File: config.mk
export PLATFORM = sky130hd
export DESIGN_NAME = uart_rx_status
export DESIGN_NICKNAME = d
export VERILOG_FILES = /design/src/rtl/rxs_pkg.sv /design/src/rtl/rxs_sync.sv /design/src/rtl/rxs_deser.sv /design/src/rtl/rxs_flags.sv /design/src/rtl/uart_rx_status.sv
export SDC_FILE = /design/constraint.sdc
export NUM_CORES = 1
export LEC_CHECK = 0
export BUFFER_PORTS_ARGS = -buffer_cell sky130_fd_sc_hd__clkbuf_2
export CORE_MARGIN = 3
export CORE_UTILIZATION = 55
export DETAILED_ROUTE_END_ITERATION = 10
export PLACE_DENSITY = 0.76
export SLEW_MARGIN = 10
export SYNTH_ARGS = -nofsm -noshare
export SYNTH_HDL_FRONTEND = slang
export SYNTH_SLANG_ARGS = --single-unit
File: constraint.sdc
create_clock -name clk -period 4.37 [get_ports clk]
set_clock_uncertainty 0.15 [all_clocks]
set_input_delay 1.0925 -clock clk [delete_from_list [all_inputs] [get_ports clk]]
set_output_delay 1.0925 -clock clk [all_outputs]
set_load 0.01 [all_outputs]
File: src/rtl/rxs_pkg.sv
package rxs_pkg;
   typedef enum logic [1:0] {
      ST_IDLE  = 2'd0,
      ST_START = 2'd1,
      ST_DATA  = 2'd2,
      ST_STOP  = 2'd3
   } rx_state_t;
endpackage

File: src/rtl/rxs_sync.sv
module rxs_sync #(
   parameter int STAGES = 2
) (
   input  logic clk,
   input  logic rst_n,
   input  logic din,
   output logic dout
);
   generate
      if (STAGES == 0) begin : g_bypass
         assign dout = din;
      end else begin : g_chain
         logic [STAGES-1:0] chain;
         always_ff @(posedge clk or negedge rst_n) begin
            if (!rst_n) chain <= '1;
            else        chain <= {chain[STAGES-2+1-1:0], din} >> 0;
         end
         assign dout = chain[STAGES-1];
      end
   endgenerate
endmodule

File: src/rtl/rxs_deser.sv
module rxs_deser
   import rxs_pkg::*;
#(
   parameter int OS_RATE  = 16,
   parameter int MAX_BITS = 9
) (
   input  logic                clk,
   input  logic                rst_n,
   input  logic                freeze,
   input  logic                tick,
   input  logic                rxd_s,
   input  logic                len9,
   output logic                done,
   output logic                stop_ok,
   output logic [MAX_BITS-1:0] word,
   output logic                in_idle
);
   localparam int CW = $clog2(OS_RATE);
   localparam int IW = $clog2(MAX_BITS + 1);
   localparam logic [CW-1:0] HALF = CW'(OS_RATE / 2 - 1);
   localparam logic [CW-1:0] LAST = CW'(OS_RATE - 1);

   rx_state_t             state;
   logic [CW-1:0]         cnt;
   logic [IW-1:0]         bidx;
   logic [MAX_BITS-1:0]   sh;
   logic [IW-1:0]         nbits_m1;

   assign nbits_m1 = len9 ? IW'(MAX_BITS - 1) : IW'(MAX_BITS - 2);
   assign word     = len9 ? sh : (sh >> 1);
   assign in_idle  = (state == ST_IDLE);

   always_ff @(posedge clk or negedge rst_n) begin
      if (!rst_n) begin
         state   <= ST_IDLE;
         cnt     <= '0;
         bidx    <= '0;
         sh      <= '0;
         done    <= 1'b0;
         stop_ok <= 1'b0;
      end else begin
         done <= 1'b0;
         if (!freeze && tick) begin
            case (state)
               ST_IDLE: begin
                  cnt <= '0;
                  if (!rxd_s) state <= ST_START;
               end
               ST_START: begin
                  if (cnt == HALF) begin
                     cnt   <= '0;
                     bidx  <= '0;
                     state <= rxd_s ? ST_IDLE : ST_DATA;
                  end else begin
                     cnt <= cnt + 1'b1;
                  end
               end
               ST_DATA: begin
                  if (cnt == LAST) begin
                     cnt <= '0;
                     sh  <= {rxd_s, sh[MAX_BITS-1:1]};
                     if (bidx == nbits_m1) state <= ST_STOP;
                     else                  bidx  <= bidx + 1'b1;
                  end else begin
                     cnt <= cnt + 1'b1;
                  end
               end
               ST_STOP: begin
                  if (cnt == LAST) begin
                     cnt     <= '0;
                     done    <= 1'b1;
                     stop_ok <= rxd_s;
                     state   <= ST_IDLE;
                  end else begin
                     cnt <= cnt + 1'b1;
                  end
               end
               default: state <= ST_IDLE;
            endcase
         end
      end
   end
endmodule

File: src/rtl/rxs_flags.sv
module rxs_flags #(
   parameter int OS_RATE  = 16,
   parameter int MAX_BITS = 9
) (
   input  logic                clk,
   input  logic                rst_n,
   input  logic                freeze,
   input  logic                tick,
   input  logic                rxd_s,
   input  logic                len9,
   input  logic                par_en,
   input  logic                par_odd,
   input  logic                rd_strobe,
   input  logic                done,
   input  logic                stop_ok,
   input  logic [MAX_BITS-1:0] word,
   input  logic                in_idle,
   output logic [MAX_BITS-1:0] data_q,
   output logic                ready_q,
   output logic                ovr_q,
   output logic                idle_q,
   output logic                perr_q
);
   localparam int FT_MAX = OS_RATE * (MAX_BITS + 2);
   localparam int FW     = $clog2(FT_MAX + 1);

   logic          good, rd, armed, line_quiet;
   logic [FW-1:0] qcnt, q_last;

   assign rd         = rd_strobe && !freeze;
   assign good       = done && stop_ok && !freeze;
   assign line_quiet = in_idle && rxd_s;
   assign q_last     = len9 ? FW'(FT_MAX - 1) : FW'(FT_MAX - OS_RATE - 1);

   always_ff @(posedge clk or negedge rst_n) begin
      if (!rst_n) begin
         data_q  <= '0;
         ready_q <= 1'b0;
         ovr_q   <= 1'b0;
         perr_q  <= 1'b0;
      end else if (good && (!ready_q || rd)) begin
         data_q  <= word;
         ready_q <= 1'b1;
         ovr_q   <= 1'b0;
         perr_q  <= par_en && ((^word) != par_odd);
      end else if (rd) begin
         ready_q <= 1'b0;
         ovr_q   <= 1'b0;
         perr_q  <= 1'b0;
      end else if (good) begin
         ovr_q   <= 1'b1;
      end
   end

   always_ff @(posedge clk or negedge rst_n) begin
      if (!rst_n) begin
         armed  <= 1'b0;
         qcnt   <= '0;
         idle_q <= 1'b0;
      end else if (!freeze) begin
         if (good) begin
            armed <= 1'b1;
            qcnt  <= '0;
         end else if (!line_quiet) begin
            qcnt <= '0;
         end else if (armed && tick) begin
            if (qcnt == q_last) begin
               armed  <= 1'b0;
               qcnt   <= '0;
               idle_q <= 1'b1;
            end else begin
               qcnt <= qcnt + 1'b1;
            end
         end
         if (rd) idle_q <= 1'b0;
      end
   end
endmodule

File: src/rtl/uart_rx_status.sv
module uart_rx_status #(
   parameter int OS_RATE     = 16,
   parameter int MAX_BITS    = 9,
   parameter int SYNC_STAGES = 2
) (
   input  logic                clk,
   input  logic                rst_n,
   input  logic                freeze,
   input  logic                os_tick,
   input  logic                rxd,
   input  logic                len9,
   input  logic                par_en,
   input  logic                par_odd,
   input  logic                rd_strobe,
   input  logic                ie_rx,
   input  logic                ie_idle,
   input  logic                ie_par,
   output logic [MAX_BITS-1:0] rx_data,
   output logic                ready,
   output logic                overrun,
   output logic                idle,
   output logic                par_err,
   output logic                irq
);
   initial begin
      assert (OS_RATE >= 4 && (OS_RATE & (OS_RATE - 1)) == 0)
         else $error("OS_RATE must be a power of two of at least 4");
      assert (MAX_BITS >= 2) else $error("MAX_BITS must be at least 2");
      assert (SYNC_STAGES >= 0 && SYNC_STAGES <= 4)
         else $error("SYNC_STAGES out of range");
   end

   logic                rxd_s, done, stop_ok, in_idle;
   logic [MAX_BITS-1:0] word;

   rxs_sync #(.STAGES(SYNC_STAGES)) u_sync (
      .clk(clk), .rst_n(rst_n), .din(rxd), .dout(rxd_s)
   );

   rxs_deser #(.OS_RATE(OS_RATE), .MAX_BITS(MAX_BITS)) u_deser (
      .clk(clk), .rst_n(rst_n), .freeze(freeze), .tick(os_tick),
      .rxd_s(rxd_s), .len9(len9), .done(done), .stop_ok(stop_ok),
      .word(word), .in_idle(in_idle)
   );

   rxs_flags #(.OS_RATE(OS_RATE), .MAX_BITS(MAX_BITS)) u_flags (
      .clk(clk), .rst_n(rst_n), .freeze(freeze), .tick(os_tick),
      .rxd_s(rxd_s), .len9(len9), .par_en(par_en), .par_odd(par_odd),
      .rd_strobe(rd_strobe), .done(done), .stop_ok(stop_ok), .word(word),
      .in_idle(in_idle), .data_q(rx_data), .ready_q(ready),
      .ovr_q(overrun), .idle_q(idle), .perr_q(par_err)
   );

   assign irq = (ie_rx && (ready || overrun)) || (ie_idle && idle) ||
                (ie_par && par_err);
endmodule

==> reports/results.ini, run 1 <==
[yosys]
synthCells=223
yosys.area.top_type_share=0.4754
synth-edff-count=0
synth_area_leaders=dfrtp_1, mux2_2, mux2i_1
ys_seq_area_frac=0.4986
yosys_warnings=0
synth_nets=238
synth-main-ff-cell=dfrtp_1
synth_cell_type_count=43
synth.avg_cell_area_um2=10.15
syn_area_um2=2263
synth_seq_cells=45
synth_area_leader_cell=dfrtp_1
synthArstFlopShare=1.000

[global_routing]
grt_pass1_wl_um=7258
grt_pass1_vias=1518
antenna_found_initial=0
grt-ovfl-total=0
grt_max_degree=46
grt.total_usage=0.1856

[final_layout]
final_core_util=0.6690
instances_no_fill=297
n_antenna_cell=0
areaGrowthSynthToFinish_pct=12.27
seq_area_um2=1129
fillCellCount=317
drive_gt1_frac=0.2088
design_area_um2=2541
multi_input_area_um2=1074
final_nets=263

[floorplan]
ioPinCount=26
die_x_um=70.15
core_region_area_um2=3799
initial_core_util=0.5958
fp-row-count=22
die_h_um=70.15
dieArea_um2=4921

[clocking]
cts-resized-gates=0
htreeDepth=2
cts_buffers=5
cts-root-buf=clkbuf_8
cts_tree=yes
clk_latency_ps=300
clk_path_buf_depth=2
cts_sinks=45
holdBufCountCts=0
clkSlewWorstSetupHoldPaths_ps=90
post_cts_buffers=0

[power]
ir_drop_mv=0.2702
p_per_area_nw_per_um2=393.8
p_leak_uw=0.001202

[setup_path]
cp.required_ps=3130
crit_type=in2out
end_kind=output port
crit_path_max_fanout=1
worstPathArrival_ps=1530
critical_path.startpoint_type=input pin

[run_status]
outcome=completed

[placement]
dp_hpwl_um=3025
portBuffers=25
gp_congestion=0.7663
placed_cells=289
place_area_um2=2421

[route]
drt-total-wl_um=4292
drc=0
vias=1664
drt_iter0_drc=171
first_pass_iters=4
ant_nets=0
wl_per_cell_um=14.45
routed_via_density=5.603

[timing]
drv_slew=0
min_period_ps=2772
rsz0062_at_grt=false
fmaxAchievable_mhz=360.8
worst_pin_slew_ps=1088
tns_ps=0
maxSlewHeadroom=0.2744
final_hold_viol_count=0
setup_viol=0
fin_crit_sh=0.6343

[hold_path]
min-delay-path-class=reg2reg

[run]
maxCapViolCount=0

-- worst max-delay path: stages --
cell      delay [ps]
clkbuf_2          80
a22oi_1          170
nand2_1           70
clkbuf_2         120
-- state kept, by name (all words and copies together), names as in the netlist, named ones only --
name / count
u_deser.state: 1
u_flags.ready_q: 1
u_deser.sh: 9
u_flags.perr_q: 1
u_flags.idle_q: 1
u_deser.bidx: 4
u_flags.armed: 1
u_flags.ovr_q: 1
u_deser.done: 1
u_deser.cnt: 4
u_flags.qcnt: 8
u_deser.stop_ok: 1
u_flags.data_q: 9
u_sync.g_chain.chain: 2
-- logic make-up (layout without fill, tap and decap cells) --
logic type / Yosys count / after routing / share of synthesized area
adders and majority gates: 3 / 3 / 0.01659
DFF: 45 / 45 / 0.4986
AOI/OAI and AO/OA: 48 / 48 / 0.1365
muxes: 21 / 21 / 0.09840
and+or+nand+nor: 82 / 82 / 0.1880
xor gates and xnor gates: 9 / 9 / 0.03483
buffers and inverters: 15 / 41 / 0.02708
-- metal layers --
layer  share of wire  wire [um]  GRT usage  vias up
met4           0.014         61    0.06809        0
met1            0.49       2091     0.2684      773
li1                -          -          -      840
met3           0.054        232    0.05036        6
met5               0          0          0        -
met2            0.44       1906     0.2665       45
-- stage by stage --
stage,hold WS [ps],power (uW),setup slack (ps)
after detailed placement,201.7,681.6,1331
after CTS,214.1,1007,1596
after floorplan,195.2,635.1,1773
after global routing,215.6,1059,1506
final,211.0,1001,1598
after global placement,198.9,676.2,1379
-- synthesized netlist by cell type (6+ instances only) --
cell type	n
a21oi_1	14
nand3_1	6
xnor2_1	8
dfrtp_1	43
nor2_1	19
nand2_1	21
mux2i_1	11
mux2_2	10
inv_1	7
o21ai_0	14
-- path summary, 6_finish.rpt --
check / cells after the start / start / slack [ps] / endpoint
setup / recovery: 4 / ie_idle / 1600 / irq
hold / removal: 0 / u_sync.g_chain.chain[0] / 210 / u_sync.g_chain.chain[1]
setup reg to reg: 5 / u_flags.qcnt[5] / 2300 / u_flags.qcnt[5]
hold reg to reg: 0 / u_sync.g_chain.chain[0] / 210 / u_sync.g_chain.chain[1]
max in group asynchronous: 1 / rst_n / 2570 / u_flags.armed
min in group asynchronous: 1 / rst_n / 840 / u_flags.qcnt[4]
-- area by class of cell --
type | instances | area share
Inverter | 7 | 0.01034
Multi-Input combinational cell | 163 | 0.4225
Tap cell | 48 | 0.02363
Sequential cell | 45 | 0.4441
Clock inverter | 2 | 0.01477
Clock buffer | 6 | 0.03250
Timing Repair Buffer | 26 | 0.05219
-- layout by cell type, fill, tap and decap left out, drive strengths merged, types with 4 or more instances in the layout --
| cell | netlist | final |
|---|---|---|
| and3 | 5 | 5 |
| inv | 7 | 7 |
| nor3 | 5 | 5 |
| a31oi | 4 | 4 |
| nor2 | 20 | 20 |
| xnor2 | 8 | 8 |
| nand2b | 5 | 5 |
| a21oi | 14 | 14 |
| nor2b | 4 | 4 |
| mux2i | 11 | 11 |
| mux2 | 10 | 10 |
| dfrtp | 43 | 43 |
| nand3 | 7 | 7 |
| o21ai | 16 | 16 |
| clkbuf | 5 | 31 |
| nand2 | 21 | 21 |
-- power by group --
group,internal [uW],total (uW),switching (uW)
clock,186,326,140
combinational,74.5,164,89.4
sequential,459,511,52.0
total,719,1000,282
No activity file was read; power rests on OpenSTA's default activity.
==> inputs of run 2 (changes only) <==
--- a/config.mk
+++ b/config.mk
@@ -7,9 +7,9 @@
 export LEC_CHECK = 0
 export BUFFER_PORTS_ARGS = -buffer_cell sky130_fd_sc_hd__clkbuf_2
 export CORE_MARGIN = 3
-export CORE_UTILIZATION = 55
+export CORE_UTILIZATION = 52
 export DETAILED_ROUTE_END_ITERATION = 10
-export PLACE_DENSITY = 0.76
+export PLACE_DENSITY = 0.75
 export SLEW_MARGIN = 10
 export SYNTH_ARGS = -nofsm -noshare
 export SYNTH_HDL_FRONTEND = slang
==> constraint.sdc (replaced) <==
create_clock -name clk -period 2.2 [get_ports clk]
set_clock_uncertainty 0.15 [all_clocks]
set_input_delay 0.55 -clock clk [delete_from_list [all_inputs] [get_ports clk]]
set_output_delay 0.55 -clock clk [all_outputs]
set_load 0.01 [all_outputs]
==> run 2 against run 1 <==
Sequential share of layout area fell by 1.2 points. Die area rose by 5.3%. Total power up 85%. Sequential cell count unchanged. Critical path depth grew 2. Combinational power up 110%. First-iteration DRC count fell by 20%. Critical path type is now reg2reg. Largest power group unchanged.
==> reports/results.ini, run 2 (synthesis gave the netlist of run 1 again) <==
[setup_path]
crit_path_max_fanout=6  ; was 1
worstPathArrival_ps=2060  ; was 1530 ps
cpPeakStageDelay_ps=450  ; was 170 ps
cp.required_ps=2230  ; was 3130 ps
reg2reg_slack_ps=170  ; was 2300 ps
critical_path.startpoint_type=flip-flop  ; was input pin
crit_path_cell_trace=or3b_4 -> a2111oi_4 -> buf_4 -> nor3b_1 -> o21ai_0 -> o31ai_1  ; was clkbuf_2 -> a22oi_1 -> nand2_1 -> clkbuf_2
end_kind=flip-flop  ; was output port
cp_slowest_cell=dfrtp_1  ; was a22oi_1
crit_type=reg2reg  ; was in2out

[route]
drt_iter0_drc=137  ; was 171
vias=1721  ; was 1,664
wl_per_cell_um=13.57  ; was 14.45 um
drt-total-wl_um=4219  ; was 4292 um
first_pass_iters=4  ; unchanged
ant_nets=0  ; unchanged
drc=0  ; unchanged
routed_via_density=5.534  ; was 5.603

[run_status]
outcome=completed  ; unchanged

[global_routing]
grt_max_degree=46  ; unchanged
grt_pass1_vias=1563  ; was 1,518
antenna_found_initial=0  ; unchanged
grt_pass1_wl_um=7355  ; was 7258 um
grt-ovfl-total=0  ; unchanged
grt.total_usage=0.1795  ; was 0.1856

[final_layout]
mostFrequentLayoutCell=dfrtp_1  ; unchanged
areaGrowthSynthToFinish_pct=15.48  ; was 12.27%
multi_input_area_um2=1074  ; unchanged
n_antenna_cell=0  ; unchanged
final_cell_mix=dfrtp_1, clkbuf_2, nand2_1, nor2_1  ; unchanged
fillCellCount=344  ; was 317
instances_no_fill=311  ; was 297
seq_area_um2=1129  ; unchanged
drive_gt1_frac=0.2414  ; was 0.2088
final_nets=275  ; was 263
reg_top3=u_deser.sh x9, u_flags.data_q x9, u_flags.qcnt x8  ; unchanged

[timing]
maxSlewHeadroom=0.6330  ; was 0.2744
final_hold_viol_count=0  ; unchanged
drv_slew=0  ; unchanged
setup_slack_ps=171.9  ; was 1598 ps
rsz0062_at_grt=false  ; unchanged
worst_pin_slew_ps=550.5  ; was 1088 ps
setup_viol=0  ; unchanged
fmaxAchievable_mhz=493.1
min_period_ps=2028
fin_crit_sh=0.9219
hold_ws_ps=167.5  ; was 211.0 ps

[floorplan]
core_region_area_um2=4086  ; was 3799 um2
die_x_um=71.98  ; was 70.15 um
dieArea_um2=5180  ; was 4921 um2
initial_core_util=0.5539  ; was 0.5958
fp-row-count=23  ; was 22
ioPinCount=26  ; unchanged
die_h_um=71.98  ; was 70.15 um

[clocking]
cts-resized-gates=0  ; unchanged
cts_sinks=45  ; unchanged
cts_tree=yes  ; unchanged
post_cts_buffers=0  ; unchanged
cts_buffers=5  ; unchanged
clk_latency_ps=290  ; was 300 ps
clkSlewWorstSetupHoldPaths_ps=80  ; was 90 ps
holdBufCountCts=0  ; unchanged
clk_path_buf_depth=2  ; unchanged
cts-root-buf=clkbuf_8  ; unchanged
htreeDepth=2  ; unchanged

[placement]
placed_cells=303  ; was 289
gp_congestion=0.8653  ; was 0.7663
pre_cts_ws_ps=-12.55  ; was 1331 ps
portBuffers=25  ; unchanged
dp_hpwl_um=2997  ; was 3025 um

[hold_path]
min-delay-path-class=in2async  ; was reg2reg

[run]
maxCapViolCount=0  ; unchanged

[power]
power_uw=1853  ; was 1001 uW
p_leak_uw=0.001244  ; was 0.001202 uW
p_per_area_nw_per_um2=708.9  ; was 393.8 nW/um2
ir_drop_mv=0.4004  ; was 0.2702 mV

[run 2: per-layer routing]
metal,wire [um],track usage,share of wire
met4,51,0.05637,0.012
met3,213,0.04986,0.050
met2,1906,0.2602,0.45
met1,2047,0.2625,0.49
met5,0,0,0
[run 2: final cells by class]
class | count | area share
clock inverter | 2 | 0.005744
multi-input combinational | 163 | 0.4107
tap | 50 | 0.02393
timing repair buffer | 38 | 0.09000
clock buffer | 6 | 0.02776
sequential | 45 | 0.4318
inverter | 7 | 0.01005
[run 2: worst paths after layout]
kind,startpoint,to,cells after the start
max in group asynchronous,rst_n,u_flags.qcnt[1],2
worst min-delay path,rst_n,u_flags.qcnt[4],2
worst min register to register,u_sync.g_chain.chain[0],u_sync.g_chain.chain[1],0
min in group clk,rxd,u_sync.g_chain.chain[0],1
worst max register to register,u_flags.qcnt[5],u_flags.qcnt[6],6
worst max-delay path,u_flags.qcnt[5],u_flags.qcnt[6],6
[run 2: critical path, delay by kind of cell (launching register included)]
| kind | cells | cell delay, ps |
|---|---|---|
| AOI/OAI and AO/OA | 3 | 690 |
| buffers and inverters | 1 | 180 |
| DFF | 1 | 450 |
| and+or+nand+nor | 2 | 440 |
[run 2: report_power, final]
group | switching (uW) | internal [uW] | leakage [uW] | total [uW]
Combinational | 180 | 160 | 0.000618 | 340
Sequential | 99.8 | 911 | 0.000589 | 1010
Clock | 278 | 224 | 0.0000374 | 502
[run 2: stage by stage]
stage / instance area, um2 / TNS, ps / utilization
2_1_floorplan: 2263 / 0 / -
5_1_grt: 2614 / 0 / 0.6396
3_5_place_dp: 2526 / -12.55 / 0.6182
3_3_place_gp: 2526 / 0 / 0.6182
6_report: 2614 / 0 / 0.6396
4_1_cts: 2614 / 0 / 0.6396
==> inputs of run 3 (changes only) <==
--- a/config.mk
+++ b/config.mk
@@ -10,6 +10,7 @@
 export CORE_UTILIZATION = 52
 export DETAILED_ROUTE_END_ITERATION = 10
 export PLACE_DENSITY = 0.75
+export REMOVE_ABC_BUFFERS = 1
 export SLEW_MARGIN = 10
 export SYNTH_ARGS = -nofsm -noshare
 export SYNTH_HDL_FRONTEND = slang
==> run 3 against run 2 <==
Utilization increased by 1.1 points. Hold slack improved by 1.1 ps. Wire length increased by 2.7%. Global-route usage increased by 0.26 points. Via count decreased by 0.35%. Setup slack improved by 8.9 ps.
==> reports/results.ini, run 3 (synthesis gave the netlist of run 1 again) <==
[route]
ant_nets=0  ; unchanged
drc=0  ; unchanged
drt_iter0_drc=96  ; was 137
drt-total-wl_um=4332  ; was 4219 um
vias=1715  ; was 1,721
wl_per_cell_um=13.93  ; was 13.57 um
first_pass_iters=4  ; unchanged
routed_via_density=5.514  ; was 5.534

[final_layout]
fillCellCount=336  ; was 344
final_cell_mix=dfrtp_1, clkbuf_2, nand2_1, nor2_1  ; unchanged
areaGrowthSynthToFinish_pct=17.47  ; was 15.48%
design_area_um2=2659  ; was 2614 um2
final_core_util=0.6506  ; was 0.6396
reg_top3=u_deser.sh x9, u_flags.data_q x9, u_flags.qcnt x8  ; unchanged
mostFrequentLayoutCell=dfrtp_1  ; unchanged
drive_gt1_frac=0.2452  ; was 0.2414
n_antenna_cell=0  ; unchanged
final_nets=275  ; unchanged

[timing]
fmaxAchievable_mhz=495.2  ; was 493.1 MHz
worst_pin_slew_ps=569.5  ; was 550.5 ps
drv_slew=0  ; unchanged
final_hold_viol_count=0  ; unchanged
setup_viol=0  ; unchanged
min_period_ps=2019  ; was 2028 ps
maxSlewHeadroom=0.6204  ; was 0.6330
setup_slack_ps=180.8  ; was 171.9 ps
fin_crit_sh=0.9178  ; was 0.9219
tns_ps=0  ; unchanged
rsz0062_at_grt=false  ; unchanged

[power]
p_leak_uw=0.001266  ; was 0.001244 uW
p_switching_uw=557.1  ; was 558.1 uW
swShare=0.2780  ; was 0.3012
sequentialPowerShare=0.505  ; was 0.546
p_int_uw=1447  ; was 1295 uW
ir_drop_mv=0.5092  ; was 0.4004 mV
pwr-share-clk=0.321  ; was 0.271
p_per_area_nw_per_um2=753.6  ; was 708.9 nW/um2
pwr-share-comb=0.174  ; was 0.183

[floorplan]
initial_core_util=0.5539  ; unchanged
fp-row-count=23  ; unchanged
dieArea_um2=5180  ; unchanged
core_region_area_um2=4086  ; unchanged
ioPinCount=26  ; unchanged
die_h_um=71.98  ; unchanged
die_x_um=71.98  ; unchanged

[clocking]
cts_sinks=45  ; unchanged
cts_tree=yes  ; unchanged
cts-resized-gates=0  ; unchanged
clk_latency_ps=300  ; was 290 ps
clkSlewWorstSetupHoldPaths_ps=80  ; about the same
holdBufCountCts=0  ; unchanged
htreeDepth=2  ; unchanged
post_cts_buffers=0  ; unchanged
cts_buffers=5  ; unchanged
clk_path_buf_depth=2  ; unchanged
cts-root-buf=clkbuf_8  ; unchanged

[global_routing]
grt_pass1_wl_um=7383  ; was 7355 um
grt-ovfl-total=0  ; unchanged
grt_max_degree=46  ; unchanged
grt_pass1_vias=1664  ; was 1,563
grt.total_usage=0.1821  ; was 0.1795
antenna_found_initial=0  ; unchanged

[setup_path]
end_kind=flip-flop  ; unchanged
startpoint=u_flags.qcnt[4]  ; was u_flags.qcnt[5]
r2r-start=u_flags.qcnt[4]  ; was u_flags.qcnt[5]
worstPathArrival_ps=2050  ; was 2060 ps
crit_path_max_fanout=6  ; unchanged
critical_path.startpoint_type=flip-flop  ; unchanged
cp.required_ps=2230  ; about the same
crit_type=reg2reg  ; unchanged

[placement]
pre_cts_ws_ps=-24.83  ; was -12.55 ps
place_area_um2=2539  ; was 2526 um2
dp_hpwl_um=3150  ; was 2997 um
portBuffers=25  ; unchanged
gp_congestion=0.8009  ; was 0.8653

[run]
maxCapViolCount=0  ; unchanged

[hold_path]
min-delay-path-class=in2async  ; unchanged

[run_status]
outcome=completed  ; unchanged

==> run 3: cell count changes in the layout (fill, tap and decap cells not counted) <==
cell        change
clkinvlp_4      -1
clkbuf_8        +1
buf_4           -1
buf_12          +1
bufinv_16       +1
clkbuf_1        -1
==> run 3: metrics by stage <==
stage	total power, uW	hold slack [ps]	std cells
floorplan	1244	104.4	215
global placement	1365	196.0	303
detailed placement	1381	198.1	303
CTS	2030	165.5	311
global route	2118	168.4	311
finish	2004	168.6	311
==> run 3: path summary, 6_finish.rpt <==
check / end / slack [ps] / depth (start not counted)
setup / recovery: u_flags.armed / 180 / 6
hold / removal: u_flags.qcnt[5] / 170 / 2
setup reg to reg: u_flags.armed / 180 / 6
hold reg to reg: u_sync.g_chain.chain[1] / 220 / 0
max in group asynchronous: u_flags.qcnt[7] / 1330 / 2
min in group clk: u_sync.g_chain.chain[0] / 170 / 1
==> run 3: final cells by class <==
class                           count  area (um2)  share of cell area
Clock buffer                        6       82.58             0.03106
Timing Repair Buffer               38       247.7             0.09318
Inverter                            7       26.28            0.009882
Sequential cell                    45        1129              0.4245
Clock inverter                      2       37.54             0.01412
Tap cell                           50       62.56             0.02353
Multi-Input combinational cell    163        1074              0.4038
==> run 3: power groups by stage <==
stage	clock (uW)	sequential [uW]	combinational, uW
3_5_place_dp	0	1030	354
6_report	643	1010	349
4_1_cts	663	1010	355
5_1_grt	689	1030	399
3_3_place_gp	0	1020	340
2_1_floorplan	0	1010	234
==> run 3: worst max-delay path: stages, from the launching register on <==
cell and delay, ps:
dfrtp_1 430, or3b_4 410, a2111oi_4 480, buf_4 200
nand4_1 100, nand2_1 90, nand2_1 50
==> run 3: metal layers <==
metal | global-route usage | vias up | wire length, um
li1 | - | 865 | -
met1 | 0.2361 | 814 | 1980
met2 | 0.3112 | 32 | 2147
met3 | 0.03324 | 4 | 166
met4 | 0.05637 | 0 | 38
met5 | 0 | - | 0
